`config.mk`:
```
export PLATFORM = sky130hd
export DESIGN_NAME = pim_sched
export DESIGN_NICKNAME = d
export VERILOG_FILES = /design/src/rtl/pim_pkg.sv /design/src/rtl/pim_arbiter.sv /design/src/rtl/pim_demand_store.sv /design/src/rtl/pim_sched.sv
export SDC_FILE = /design/constraint.sdc
export NUM_CORES = 1
export LEC_CHECK = 0
export ABC_AREA = 1
export ABC_CLOCK_PERIOD_IN_PS = 12870
export BUFFER_PORTS_ARGS = -buffer_cell sky130_fd_sc_hd__buf_2
export CAP_MARGIN = 40
export CORE_MARGIN = 10
export CORE_UTILIZATION = 45
export CTS_CLUSTER_SIZE = 30
export DETAILED_ROUTE_END_ITERATION = 16
export GPL_ROUTABILITY_DRIVEN = 1
export HOLD_SLACK_MARGIN = 0.08
export MAX_ROUTING_LAYER = met4
export SLEW_MARGIN = 10
export SYNTH_ARGS = -nofsm -noshare
export SYNTH_HDL_FRONTEND = slang
export SYNTH_SLANG_ARGS = --single-unit
export TNS_END_PERCENT = 1
```
`constraint.sdc`:
```
create_clock -name clk -period 12.87 [get_ports clk]
set_input_delay 0.6435 -clock clk [delete_from_list [all_inputs] [get_ports clk]]
set_output_delay 0.6435 -clock clk [all_outputs]
set_load 0.005 [all_outputs]
```
`src/rtl/pim_pkg.sv`:
```
// Package: shared types for the crossbar scheduler.
// Assumes: nothing beyond IEEE 1800-2017.
package pim_pkg;

    // Step of one matching round.
    typedef enum logic [1:0] {
        PH_REQ = 2'd0,
        PH_GNT = 2'd1,
        PH_ACC = 2'd2
    } phase_e;

endpackage

```
`src/rtl/pim_arbiter.sv`:
```
// Module: priority-first, rotating-tiebreak picker.
// Picks one of W requesters: highest priority first, then the first tied
// requester at or after ptr. Purely combinational.
// Assumes: ptr < W, priorities are unsigned.
module pim_arbiter #(
    parameter int W  = 4,
    parameter int PW = 2,
    localparam int IW = (W > 1) ? $clog2(W) : 1
) (
    input  logic [W-1:0]    req,
    input  logic [W*PW-1:0] prio,
    input  logic [IW-1:0]   ptr,
    output logic            pick_v,
    output logic [IW-1:0]   pick_idx,
    output logic [PW-1:0]   pick_prio
);

    logic [PW-1:0] top_p;

    // Find the highest priority among active requesters.
    always_comb begin
        top_p  = '0;
        pick_v = 1'b0;
        for (int k = 0; k < W; k++) begin
            if (req[k] && (!pick_v || prio[k*PW +: PW] > top_p)) begin
                top_p  = prio[k*PW +: PW];
                pick_v = 1'b1;
            end
        end
    end

    // Walk from the pointer and take the first requester at that priority.
    always_comb begin
        logic found;
        int   idx;
        found     = 1'b0;
        pick_idx  = '0;
        pick_prio = top_p;
        for (int k = 0; k < W; k++) begin
            idx = int'(ptr) + k;
            if (idx >= W) idx = idx - W;
            if (!found && req[idx] && prio[idx*PW +: PW] == top_p) begin
                found    = 1'b1;
                pick_idx = IW'(idx);
            end
        end
    end

    // The pick is an active requester and nobody outranks it.
    always_comb begin
        if (pick_v) begin
            assert_pick_requested_R1: assert (req[pick_idx]);
            for (int k = 0; k < W; k++) begin
                if (req[k]) begin
                    assert_pick_highest_R1: assert (prio[k*PW +: PW] <= pick_prio);
                end
            end
        end
    end

endmodule

```
`src/rtl/pim_demand_store.sv`:
```
// Module: pending-demand store.
// One bit per (output, input, priority) slot. Insert sets a bit; remove clears
// one. Each (output, input) pair reports its best pending priority through a
// parallel encoder, so insert and extract take constant time.
// Assumes: a repeated demand for an already pending slot merges with it;
// a destination >= N is dropped.
module pim_demand_store #(
    parameter int N = 4,
    parameter int P = 4,
    localparam int IW = (N > 1) ? $clog2(N) : 1,
    localparam int PW = (P > 1) ? $clog2(P) : 1
) (
    input  logic            clk,
    input  logic            rst_n,
    input  logic [N-1:0]    ins_v,
    input  logic [N*IW-1:0] ins_dest,
    input  logic [N*PW-1:0] ins_prio,
    input  logic [N-1:0]    rem_v,
    input  logic [N*IW-1:0] rem_out,
    input  logic [N*PW-1:0] rem_prio,
    output logic [N*N-1:0]    pair_v,
    output logic [N*N*PW-1:0] pair_prio
);

    logic [P-1:0] slots   [N][N];
    logic [P-1:0] set_m   [N][N];
    logic [P-1:0] clr_m   [N][N];

    // Decode this cycle's insert and remove requests into slot masks.
    always_comb begin
        for (int o = 0; o < N; o++) begin
            for (int i = 0; i < N; i++) begin
                set_m[o][i] = '0;
                clr_m[o][i] = '0;
            end
        end
        for (int i = 0; i < N; i++) begin
            if (ins_v[i] && int'(ins_dest[i*IW +: IW]) < N && int'(ins_prio[i*PW +: PW]) < P)
                set_m[ins_dest[i*IW +: IW]][i][ins_prio[i*PW +: PW]] = 1'b1;
            if (rem_v[i] && int'(rem_out[i*IW +: IW]) < N && int'(rem_prio[i*PW +: PW]) < P)
                clr_m[rem_out[i*IW +: IW]][i][rem_prio[i*PW +: PW]] = 1'b1;
        end
    end

    // Update the slots; an insert wins over a removal of the same slot.
    always_ff @(posedge clk) begin
        for (int o = 0; o < N; o++) begin
            for (int i = 0; i < N; i++) begin
                if (!rst_n) slots[o][i] <= '0;
                else        slots[o][i] <= (slots[o][i] & ~clr_m[o][i]) | set_m[o][i];
            end
        end
    end

    // Report the best pending priority of every (output, input) pair.
    generate
        for (genvar o = 0; o < N; o++) begin : g_out
            for (genvar i = 0; i < N; i++) begin : g_in
                always_comb begin
                    pair_v[o*N+i] = |slots[o][i];
                    pair_prio[(o*N+i)*PW +: PW] = '0;
                    for (int p = 0; p < P; p++) begin
                        if (slots[o][i][p]) pair_prio[(o*N+i)*PW +: PW] = PW'(p);
                    end
                end
            end
        end
        for (genvar i = 0; i < N; i++) begin : g_chk
            // Only a pending demand can be removed.
            assert_remove_queued_R7: assert property (@(posedge clk) disable iff (!rst_n)
                rem_v[i] |-> slots[rem_out[i*IW +: IW]][i][rem_prio[i*PW +: PW]]);
        end
    endgenerate

endmodule

```
`src/rtl/pim_sched.sv`:
```
// Module: top of the priority iterative crossbar scheduler.
// Runs ITER rounds per epoch; each round is request, grant and accept, one
// cycle apiece. At the end of the epoch it publishes the pairing, pulses the
// grants and removes the accepted demands from the store.
// Assumes: demands arriving during an epoch join in the next request step.
module pim_sched #(
    parameter int N    = 4,
    parameter int P    = 4,
    parameter int ITER = 3,
    localparam int IW    = (N > 1) ? $clog2(N) : 1,
    localparam int PW    = (P > 1) ? $clog2(P) : 1,
    localparam int ITW   = (ITER > 1) ? $clog2(ITER) : 1,
    localparam int EPOCH = 3 * ITER,
    localparam int CW    = $clog2(EPOCH + 1) + 1
) (
    input  logic            clk,
    input  logic            rst_n,
    input  logic [N-1:0]    dmd_valid,
    input  logic [N*IW-1:0] dmd_dest,
    input  logic [N*PW-1:0] dmd_prio,
    output logic [N-1:0]    match_valid,
    output logic [N*IW-1:0] match_port,
    output logic [N-1:0]    grant,
    output logic            epoch_tick
);
    import pim_pkg::*;

    phase_e          ph;
    logic [ITW-1:0]  it;
    logic            last_acc;

    logic [N*N-1:0]    pair_v;
    logic [N*N*PW-1:0] pair_prio;
    logic [N*N-1:0]    req_n, req_r;
    logic [N*N*PW-1:0] reqp_r;

    logic [N-1:0]    in_m, out_m;
    logic [N-1:0]    cur_v;
    logic [N*IW-1:0] cur_port;
    logic [N*PW-1:0] cur_prio;

    logic [N*IW-1:0] gptr, aptr;
    logic [N-1:0]    g_v, gv_r;
    logic [N*IW-1:0] g_i, gi_r;
    logic [N*PW-1:0] g_p, gp_r;

    logic [N*N-1:0]    acc_req;
    logic [N*N*PW-1:0] acc_prio;
    logic [N-1:0]      a_v;
    logic [N*IW-1:0]   a_o;
    logic [N*PW-1:0]   a_p;
    logic [N-1:0]      acc_out_mask;

    logic [N-1:0]    nxt_v;
    logic [N*IW-1:0] nxt_port;
    logic [N*PW-1:0] nxt_prio;
    logic [N-1:0]    rem_v;

    assign last_acc = (ph == PH_ACC) && (it == ITW'(ITER - 1));
    assign rem_v    = last_acc ? nxt_v : '0;

    // Pending demands: insert from the ports, remove accepted pairings.
    pim_demand_store #(.N(N), .P(P)) u_store (
        .clk      (clk),
        .rst_n    (rst_n),
        .ins_v    (dmd_valid),
        .ins_dest (dmd_dest),
        .ins_prio (dmd_prio),
        .rem_v    (rem_v),
        .rem_out  (nxt_port),
        .rem_prio (nxt_prio),
        .pair_v   (pair_v),
        .pair_prio(pair_prio)
    );

    // Request step: pending pairs whose two ports are both still free.
    always_comb begin
        for (int o = 0; o < N; o++)
            for (int i = 0; i < N; i++)
                req_n[o*N+i] = pair_v[o*N+i] & ~in_m[i] & ~out_m[o];
    end

    // Grant step: one arbiter per output over its requesting inputs.
    generate
        for (genvar o = 0; o < N; o++) begin : g_garb
            pim_arbiter #(.W(N), .PW(PW)) u_garb (
                .req      (req_r[o*N +: N]),
                .prio     (reqp_r[o*N*PW +: N*PW]),
                .ptr      (gptr[o*IW +: IW]),
                .pick_v   (g_v[o]),
                .pick_idx (g_i[o*IW +: IW]),
                .pick_prio(g_p[o*PW +: PW])
            );
        end
    endgenerate

    // Accept step inputs: regroup the registered grants by input.
    always_comb begin
        for (int i = 0; i < N; i++) begin
            for (int o = 0; o < N; o++) begin
                acc_req[i*N+o] = gv_r[o] && (gi_r[o*IW +: IW] == IW'(i));
                acc_prio[(i*N+o)*PW +: PW] = gp_r[o*PW +: PW];
            end
        end
    end

    // Accept step: one arbiter per input over the outputs granting it.
    generate
        for (genvar i = 0; i < N; i++) begin : g_aarb
            pim_arbiter #(.W(N), .PW(PW)) u_aarb (
                .req      (acc_req[i*N +: N]),
                .prio     (acc_prio[i*N*PW +: N*PW]),
                .ptr      (aptr[i*IW +: IW]),
                .pick_v   (a_v[i]),
                .pick_idx (a_o[i*IW +: IW]),
                .pick_prio(a_p[i*PW +: PW])
            );
        end
    endgenerate

    // Pairing after this accept step: earlier rounds plus new acceptances.
    always_comb begin
        acc_out_mask = '0;
        nxt_v        = cur_v | a_v;
        nxt_port     = '0;
        nxt_prio     = '0;
        for (int i = 0; i < N; i++) begin
            if (a_v[i]) begin
                acc_out_mask[a_o[i*IW +: IW]] = 1'b1;
                nxt_port[i*IW +: IW] = a_o[i*IW +: IW];
                nxt_prio[i*PW +: PW] = a_p[i*PW +: PW];
            end else if (cur_v[i]) begin
                nxt_port[i*IW +: IW] = cur_port[i*IW +: IW];
                nxt_prio[i*PW +: PW] = cur_prio[i*PW +: PW];
            end
        end
    end

    // Round sequencer, pointer updates and end-of-epoch publication.
    always_ff @(posedge clk) begin
        if (!rst_n) begin
            ph <= PH_REQ;  it <= '0;
            req_r <= '0;   reqp_r <= '0;
            gv_r <= '0;    gi_r <= '0;   gp_r <= '0;
            in_m <= '0;    out_m <= '0;
            cur_v <= '0;   cur_port <= '0; cur_prio <= '0;
            gptr <= '0;    aptr <= '0;
            match_valid <= '0; match_port <= '0;
            grant <= '0;   epoch_tick <= 1'b0;
        end else begin
            grant      <= '0;
            epoch_tick <= 1'b0;
            case (ph)
                PH_REQ: begin
                    req_r  <= req_n;
                    reqp_r <= pair_prio;
                    ph     <= PH_GNT;
                end
                PH_GNT: begin
                    gv_r <= g_v;
                    gi_r <= g_i;
                    gp_r <= g_p;
                    ph   <= PH_ACC;
                end
                default: begin
                    ph <= PH_REQ;
                    for (int i = 0; i < N; i++) begin
                        if (a_v[i]) begin
                            gptr[int'(a_o[i*IW +: IW])*IW +: IW] <= IW'((i + 1) % N);
                            aptr[i*IW +: IW] <= IW'((int'(a_o[i*IW +: IW]) + 1) % N);
                        end
                    end
                    if (last_acc) begin
                        match_valid <= nxt_v;
                        match_port  <= nxt_port;
                        grant       <= nxt_v;
                        epoch_tick  <= 1'b1;
                        in_m  <= '0;
                        out_m <= '0;
                        cur_v <= '0;
                        it    <= '0;
                    end else begin
                        in_m     <= in_m | a_v;
                        out_m    <= out_m | acc_out_mask;
                        cur_v    <= nxt_v;
                        cur_port <= nxt_port;
                        cur_prio <= nxt_prio;
                        it       <= it + 1'b1;
                    end
                end
            endcase
        end
    end

    // ---------------- checks ----------------
    logic [CW-1:0] chk_cnt;
    logic          dup_out;

    // Cycles since reset or since the previous publication.
    always_ff @(posedge clk) begin
        if (!rst_n)          chk_cnt <= '0;
        else if (epoch_tick) chk_cnt <= CW'(1);
        else                 chk_cnt <= chk_cnt + 1'b1;
    end

    // Look for an output that appears twice in the published pairing.
    always_comb begin
        dup_out = 1'b0;
        for (int a = 0; a < N; a++)
            for (int b = a + 1; b < N; b++)
                if (match_valid[a] && match_valid[b] &&
                    match_port[a*IW +: IW] == match_port[b*IW +: IW])
                    dup_out = 1'b1;
    end

    assert_one_to_one_R5: assert property (@(posedge clk) disable iff (!rst_n) !dup_out);
    assert_balanced_R5: assert property (@(posedge clk) disable iff (!rst_n)
        $countones(in_m) == $countones(out_m));
    assert_epoch_period_R3: assert property (@(posedge clk) disable iff (!rst_n)
        epoch_tick |-> (chk_cnt == CW'(EPOCH)));
    assert_grant_on_tick_R11: assert property (@(posedge clk) disable iff (!rst_n)
        (|grant) |-> epoch_tick);
    assert_hold_pairing_R11: assert property (@(posedge clk) disable iff (!rst_n)
        !epoch_tick |=> $stable(match_valid) || epoch_tick);

endmodule

```
* After elaboration in Yosys (flattened, before gate mapping) *
Memories as Yosys holds them, arrays and structs flattened.
Index checks and enable logic that the tools add are counted.

storage, ports and cells
  register bits = 133
  memories kept = 1
  output and inout bits = 17
  bits in writable memories = 64
  logic and storage cells = 1,050
  bits of input ports = 22
  bits in latches = 0
  bits in read-only memories = 0

operators by class
  reduce and logical (&&, ||, !) cells = 218
  equality and inequality tests = 47
  divide/modulo/power cells = 0
  multiplexer cells = 403
  order comparisons = 128
  multipliers = 0
  shifts and indexed selects = 40
  $add $sub $neg = 65
  bitwise operators = 127

memory list
  memory         words  width  read ports  clocked after memory_dff  wr ports  RTL line                text
  u_store.slots  4      16     4           0                         4         pim_demand_store.sv:25  logic [P-1:0] slots [N][N];

operators with widths
  kind                     number
  $lt 32x4->1 const B      32
  $mux 32                  32
  $shiftx 8x32->2          32
  $ge 32x4->1 const B      24
  $sub 32x4->32 const B    24
  $mux 64                  8
  $or 64x64->64            6
  $demux 16 s2             8
  $mux 2                   113
  $mux 1                   151
  $neg 3->33               4
  $shift 2x33->8 const A   4
  $shiftx 2x33->8 const A  4
  $logic_and 1x1->1        117
  $mux 4                   26
  $mux 8                   12
  $or 4x4->4               22
  $and 4x4->4              16
  $bmux 1 s2               32
  $eq 2x2->1               32
  $not 4->4                16
  $reduce_or 4->1          16
  $add 2x2->3 const B      16
  $gt 2x2->1               24
  other kinds (25)         257

* Depth between registers and ports, before layout *
  depth in word-level cells = 47
  gate-level depth with buffers = 48
  gate-level depth less buffers = 47

* Cells and area by module *
A second synthesis with hierarchy kept.

second synthesis, totals
  cells, all modules = 2,846
  area total of the unflattened synthesis = 17,224.0 µm²

modules (own cells, without submodules)
  module                               times used  cells an instance  sequential area each (µm²)  area each (µm²)
  pim_arbiter at g_aarb[0].u_aarb ...  6           195                0.0                         994.7
  pim_sched                            1           747                2,662.6                     5,605.4
  pim_demand_store                     1           537                1,281.2                     3,474.6
  pim_arbiter at g_garb[3].u_garb      1           198                0.0                         1,154.9
  pim_arbiter at g_garb[2].u_garb      1           194                0.0                         1,021.0

* Least setup slack after synthesis *
No wires, ideal clock.

  path type = flip-flop to flip-flop
  from = reg gv_r[0]
  to = reg gptr[4]
  setup time = 0.132 ns
  arrival time = 4.616 ns
  setup slack = 8.121 ns
  required time = 12.738 ns
  period minus slack after synthesis = 4.749 ns
  cell stages (with the launch flop) = 46
  path buffers = 1
  cells stage by stage = dfxtp_1 > nand3_2 > nor2_1 > inv_1 > ha_1 > nand2_1 > nand2_1 > nand2_1 > nand2_1 > nand2_1 > nand2_1 > and2_1 > ha_1 > inv_1 > nor2_1 > o21ai_0 > nand2_1 > nand2_2 > [... 10 more ...] > nand2_1 > nand2_2 > nand2_1 > nand2_1 > nor2_2 > nand3_1 > nand2_1 > nand3_1 > nand2_1 > buf_6 > inv_1 > ha_1 > nand2_1 > nand2_1 > o21ai_0 > o21ai_0 > nand3_1 > a21oi_1

on the way
  word-level cells in the longest chain between the ends = 45
  elaborated cells between the ends (all ways) = 242
  classes of those cells = add/sub: 4; order compare: 12; eq/ne: 16; shift: 8; mux: 122; reduce/logical: 80

RTL lines
  what                                                  RTL line           text
  start: declaration                                    pim_sched.sv:43    logic [N-1:0] g_v, gv_r;
  start signal: assignment                              pim_sched.sv:160   gv_r <= g_v;
  $logic_and 1x1->1                                     pim_sched.sv:101   acc_req[i*N+o] = gv_r[o] && (gi_r[o*IW +: IW] == IW'(i));
  $mux 2 / $mux 1 (equally long branches)               pim_arbiter.sv:25  if (req[k] && (!pick_v || prio[k*PW +: PW] > top_p)) begin
  $gt 2x2->1 / $logic_not 1->1 (equally long branches)  pim_arbiter.sv:25
  $logic_or 1x1->1                                      pim_arbiter.sv:25
  $logic_and 1x1->1                                     pim_arbiter.sv:25
  $mux 2 / $mux 1 (equally long branches)               pim_arbiter.sv:25
  $gt 2x2->1 / $logic_not 1->1 (equally long branches)  pim_arbiter.sv:25
  $logic_or 1x1->1                                      pim_arbiter.sv:25
  [... 29 more ...]                                     --
  $mux 8                                                pim_sched.sv:153   case (ph)
  $mux 8                                                pim_sched.sv:141   if (!rst_n) begin
  $bwmux 8                                              pim_sched.sv:169   gptr[int'(a_o[i*IW +: IW])*IW +: IW] <= IW'((i + 1) % N);
  $mux 8                                                pim_sched.sv:168   if (a_v[i]) begin
  $mux 8                                                pim_sched.sv:153
  $mux 8                                                pim_sched.sv:141
  $bwmux 8                                              pim_sched.sv:169
  $mux 8 (*)                                            pim_sched.sv:168
  end signal: indexed assignment                        pim_sched.sv:169
  end: declaration                                      pim_sched.sv:42    logic [N*IW-1:0] gptr, aptr;

Every way passes the cells marked *; elsewhere a longest branch is shown, timed or not. The select of a mux whose other input is x is not followed.
A chain may end at the register's enable or synchronous reset.

* Worst setup path in the final report *
  from = reg gp_r[0]
  to = reg gptr[6]

on the way
  word-level cells in the longest chain between the ends = 44
  elaborated cells between the ends (all ways) = 198
  classes of those cells = add/sub: 4; order compare: 12; eq/ne: 16; shift: 24; mux: 70; reduce/logical: 72

RTL lines
  what                                                  RTL line           text
  start: declaration                                    pim_sched.sv:45    logic [N*PW-1:0] g_p, gp_r;
  start signal: assignment                              pim_sched.sv:162   gp_r <= g_p;
  $mux 2                                                pim_arbiter.sv:25
  $gt 2x2->1                                            pim_arbiter.sv:25
  $logic_or 1x1->1                                      pim_arbiter.sv:25
  $logic_and 1x1->1                                     pim_arbiter.sv:25
  $mux 2 / $mux 1 (equally long branches)               pim_arbiter.sv:25
  $gt 2x2->1 / $logic_not 1->1 (equally long branches)  pim_arbiter.sv:25
  $logic_or 1x1->1                                      pim_arbiter.sv:25
  $logic_and 1x1->1                                     pim_arbiter.sv:25
  [... 28 more ...]                                     --
  $mux 8                                                pim_sched.sv:153
  $mux 8                                                pim_sched.sv:141
  $bwmux 8                                              pim_sched.sv:169
  $mux 8                                                pim_sched.sv:168
  $mux 8                                                pim_sched.sv:153
  $mux 8                                                pim_sched.sv:141
  $bwmux 8                                              pim_sched.sv:169
  $mux 8 (*)                                            pim_sched.sv:168

Marks and branches as above.

==> impl_metrics.yaml <==
status:
  run_status: "completed"
setup_path:
  path_depth: 41
  worstReg2RegEnd: "gptr[6]"
  crit_path_end_kind: "flop"
  r2r_start: "gp_r[0]"
  cp_common_cell: "nand2_1"
  crit_required_ns: 13.17
  crit_buf_inv: 6
  cp_top_family: "simple AND/OR/NAND/NOR gates"
  path_class: "reg -> reg"
  start_kind: "flop"
  crit_path_max_fanout: 14
  cp.arrival_ns: 6.17
  worstSetupStartpoint: "gp_r[0]"
  reg2reg_slack_ns: 7.00
  reg2regPathDepth: 41
  max_stage_delay_ns: 0.61
  slowest_stage: "dfxtp_1"
  crit_end: "gptr[6]"
global_routing:
  antenna_found_initial: 0
  grt-ovfl-total: 0
  grt_pass1_vias: 14208
  grtUsageTotal_pct: 24.36
  grt_start_max_net_pins: 62
  grt_pass1_wl_mm: 78.65
cells_and_area:
  fin_util_pct: 49.25
  layout-drive-gt1-share_pct: 6.947
  diodes: 0
  nets: 2548
  syn2layout_area_growth_pct: 7.464
  stdcell_area_um2: 16100
synth:
  async_flop_share_pct: 0
  synth_top_area_cell: "dfxtp_1"
  synth_top_area_share_pct: 26.32
  yosysMostFrequentCell: "nand2_1"
  netlist_instances: 2446
  syn_nets: 2560
  synth_commonest_cells: "nand2_1 (652), inv_1 (310), o21ai_0 (264), nand3_1 (227), dfxtp_1 (197)"
  yosys-top-cells-area: "dfxtp_1 (26%), nand2_1 (16%), o21ai_0 (8.8%), inv_1 (7.8%), ha_1 (7.7%)"
  ys.warnings.count: 0
  ys_ff_latch: 197
  synth_cell_type_count: 46
  syn_area_um2: 14990
  synth-seq-area-share_pct: 26.32
  synth.avg_cell_area_um2: 6.127
  yosys_most_used_dff: "dfxtp_1"
  synth_edf_count: 0
place:
  place_ws_ns: 7.149
  dpl_cell_area_um2: 15500
  gp_congestion: 0.9777
  port-buffer-count: 38
  dpl.hpwl_mm: 38.62
timing:
  slew_headroom_pct: 37.13
  fin_skew_ns: 0.01542
  final_hold_viol_count: 0
  worst_pin_slew_ns: 0.9345
  rsz0062_at_grt: "false"
  final.period_utilization_pct: 45.64
  finalMaxSlewViolations: 0
  period_needed_ns: 5.873
  clock.fmax_ghz: 0.1703
  setup_slack_ns: 6.997
  finalSetupTns_ns: 0
  setup_viol: 0
hold_path:
  holdPathStages: 2
  hp-class: "reg -> reg"
floorplan:
  die_x_um: 202.5
  rows: 66
  dieArea_um2: 41000
  start_util_pct: 45.83
  die_h_um: 202.5
  coreArea_um2: 32700
  io_pins: 39
clock_network:
  clock-root-buffer: "clkbuf_16"
  cts_setup_buffers: 0
  h-tree-depth: 4
  cts_buffer_depth: 2
  clk_latency_ns: 0.45
  cts_resized: 0
  clkSlewWorstSetupHoldPaths_ns: 0.08
  cts_made_buffers: 17
  cts_tree: "yes"
  ctsHoldBuffers: 0
  cts_sinks: 197
detailed_routing:
  wirelength_mm: 49.73
  drt_iter0_drc: 1392
  drt-pass1-iter-count: 6
  ant_nets: 0
  drc: 0
  vias: 15711
  drt-vias-per-instance: 5.438
  wire_per_inst_um: 17.21
job:
  drv_cap: 0
power:
  power_mw: 1.461
  ir_worst_vdd_uv: 71.61
  power.density_nw_per_um2: 90.71
  p_leak_nw: 7.198
==> stage by stage <==
stage	hold slack [ns]	instances
2_1_floorplan	0.4388	2446
3_3_place_gp	0.4537	2852
3_5_place_dp	0.4583	2857
4_1_cts	0.4704	2889
5_1_grt	0.4947	2889
6_report	0.4665	2889
==> tightest hold or removal path, stage by stage, from the launching register on <==
cell,delay (ns)
dfxtp_1,0.31
nand2_1,0.06
a21oi_1,0.05
==> cell usage in the layout (no fill, tap or decap), types with 3 or more instances in the layout <==
cell type / synthesis / layout
clkinv_4: 0 / 3
clkinv_1: 9 / 9
nor2_1: 161 / 160
dfxtp_1: 197 / 197
mux2i_1: 20 / 20
o31ai_1: 4 / 4
nor3_1: 24 / 24
buf_2: 11 / 40
nand4_1: 35 / 35
o21ai_1: 7 / 7
inv_2: 17 / 17
nor2_2: 9 / 9
nor3_2: 3 / 3
or2_2: 19 / 19
inv_8: 0 / 4
nand3_2: 13 / 13
ha_1: 92 / 92
inv_6: 0 / 3
a211oi_1: 7 / 7
nand3_1: 227 / 227
nand2_1: 652 / 652
xor2_1: 9 / 9
nand3b_1: 7 / 7
o211ai_1: 14 / 14
o21ai_0: 264 / 264
xnor2_1: 12 / 12
and2_1: 5 / 5
inv_1: 310 / 309
nand2_2: 16 / 16
nor4_1: 17 / 17
o32ai_1: 15 / 15
a21oi_1: 167 / 167
buf_4: 1 / 12
o22ai_1: 13 / 13
clkbuf_16: 0 / 17
==> area by class of cell <==
type | instances | area, µm²
tap | 442 | 553.0
clock buffer | 19 | 442.9
multi-input combinational | 1830 | 9452
clock inverter | 13 | 160.2
fill | 3495 | 16600
inverter | 336 | 1262
sequential | 197 | 3944
timing repair buffer | 52 | 290.3
==> power by group <==
group / leakage (nW) / total (mW) / internal [mW] / switching, mW
clock: 0.296 / 0.552 / 0.284 / 0.268
sequential: 1.60 / 0.658 / 0.631 / 0.0268
combinational: 5.30 / 0.251 / 0.0763 / 0.174
==> cell families (layout without fill, tap and decap cells) <==
family	count (synthesis)	after routing	synth area share, %
and+or+nand+nor	1197	1197	34.95
AOI/OAI and AO/OA	500	500	17.83
buffers and inverters	419	420	10.66
DFF	197	197	26.32
adders and majority gates	92	92	7.681
xor gates and xnor gates	21	21	1.227
muxes	20	20	1.336
==> worst min-delay path by stage <==
stage / to / startpoint / slack (ns)
6_report: u_store.slots[0][4] / u_store.slots[0][4] / 0.47
2_1_floorplan: u_store.slots[0][0] / u_store.slots[0][0] / 0.44
3_5_place_dp: match_port[3] / match_port[3] / 0.46
5_1_grt: u_store.slots[0][12] / u_store.slots[0][12] / 0.49
3_3_place_gp: match_valid[0] / match_valid[0] / 0.45
4_1_cts: u_store.slots[1][12] / u_store.slots[1][12] / 0.47
==> routing by layer <==
layer  GRT usage (%)  up-vias  share of wire, %
met5               -        -                 0
met3           2.866       38               4.8
li1                -     8006                 -
met4           4.530        0               1.3
met2           39.22      420                46
met1           32.48     7247                48
==> state kept, by name (all words and copies together), names as in the netlist, 4 cells and up <==
signal and count:
grant 4, gv_r 4, out_m 4, gp_r 8, gi_r 8, req_r 16, cur_port 8, aptr 8
in_m 4, u_store.slots 64, match_port 8, reqp_r 32, match_valid 4, cur_prio 8, gptr 8, cur_v 4
Power figures use the tool's default switching activity.
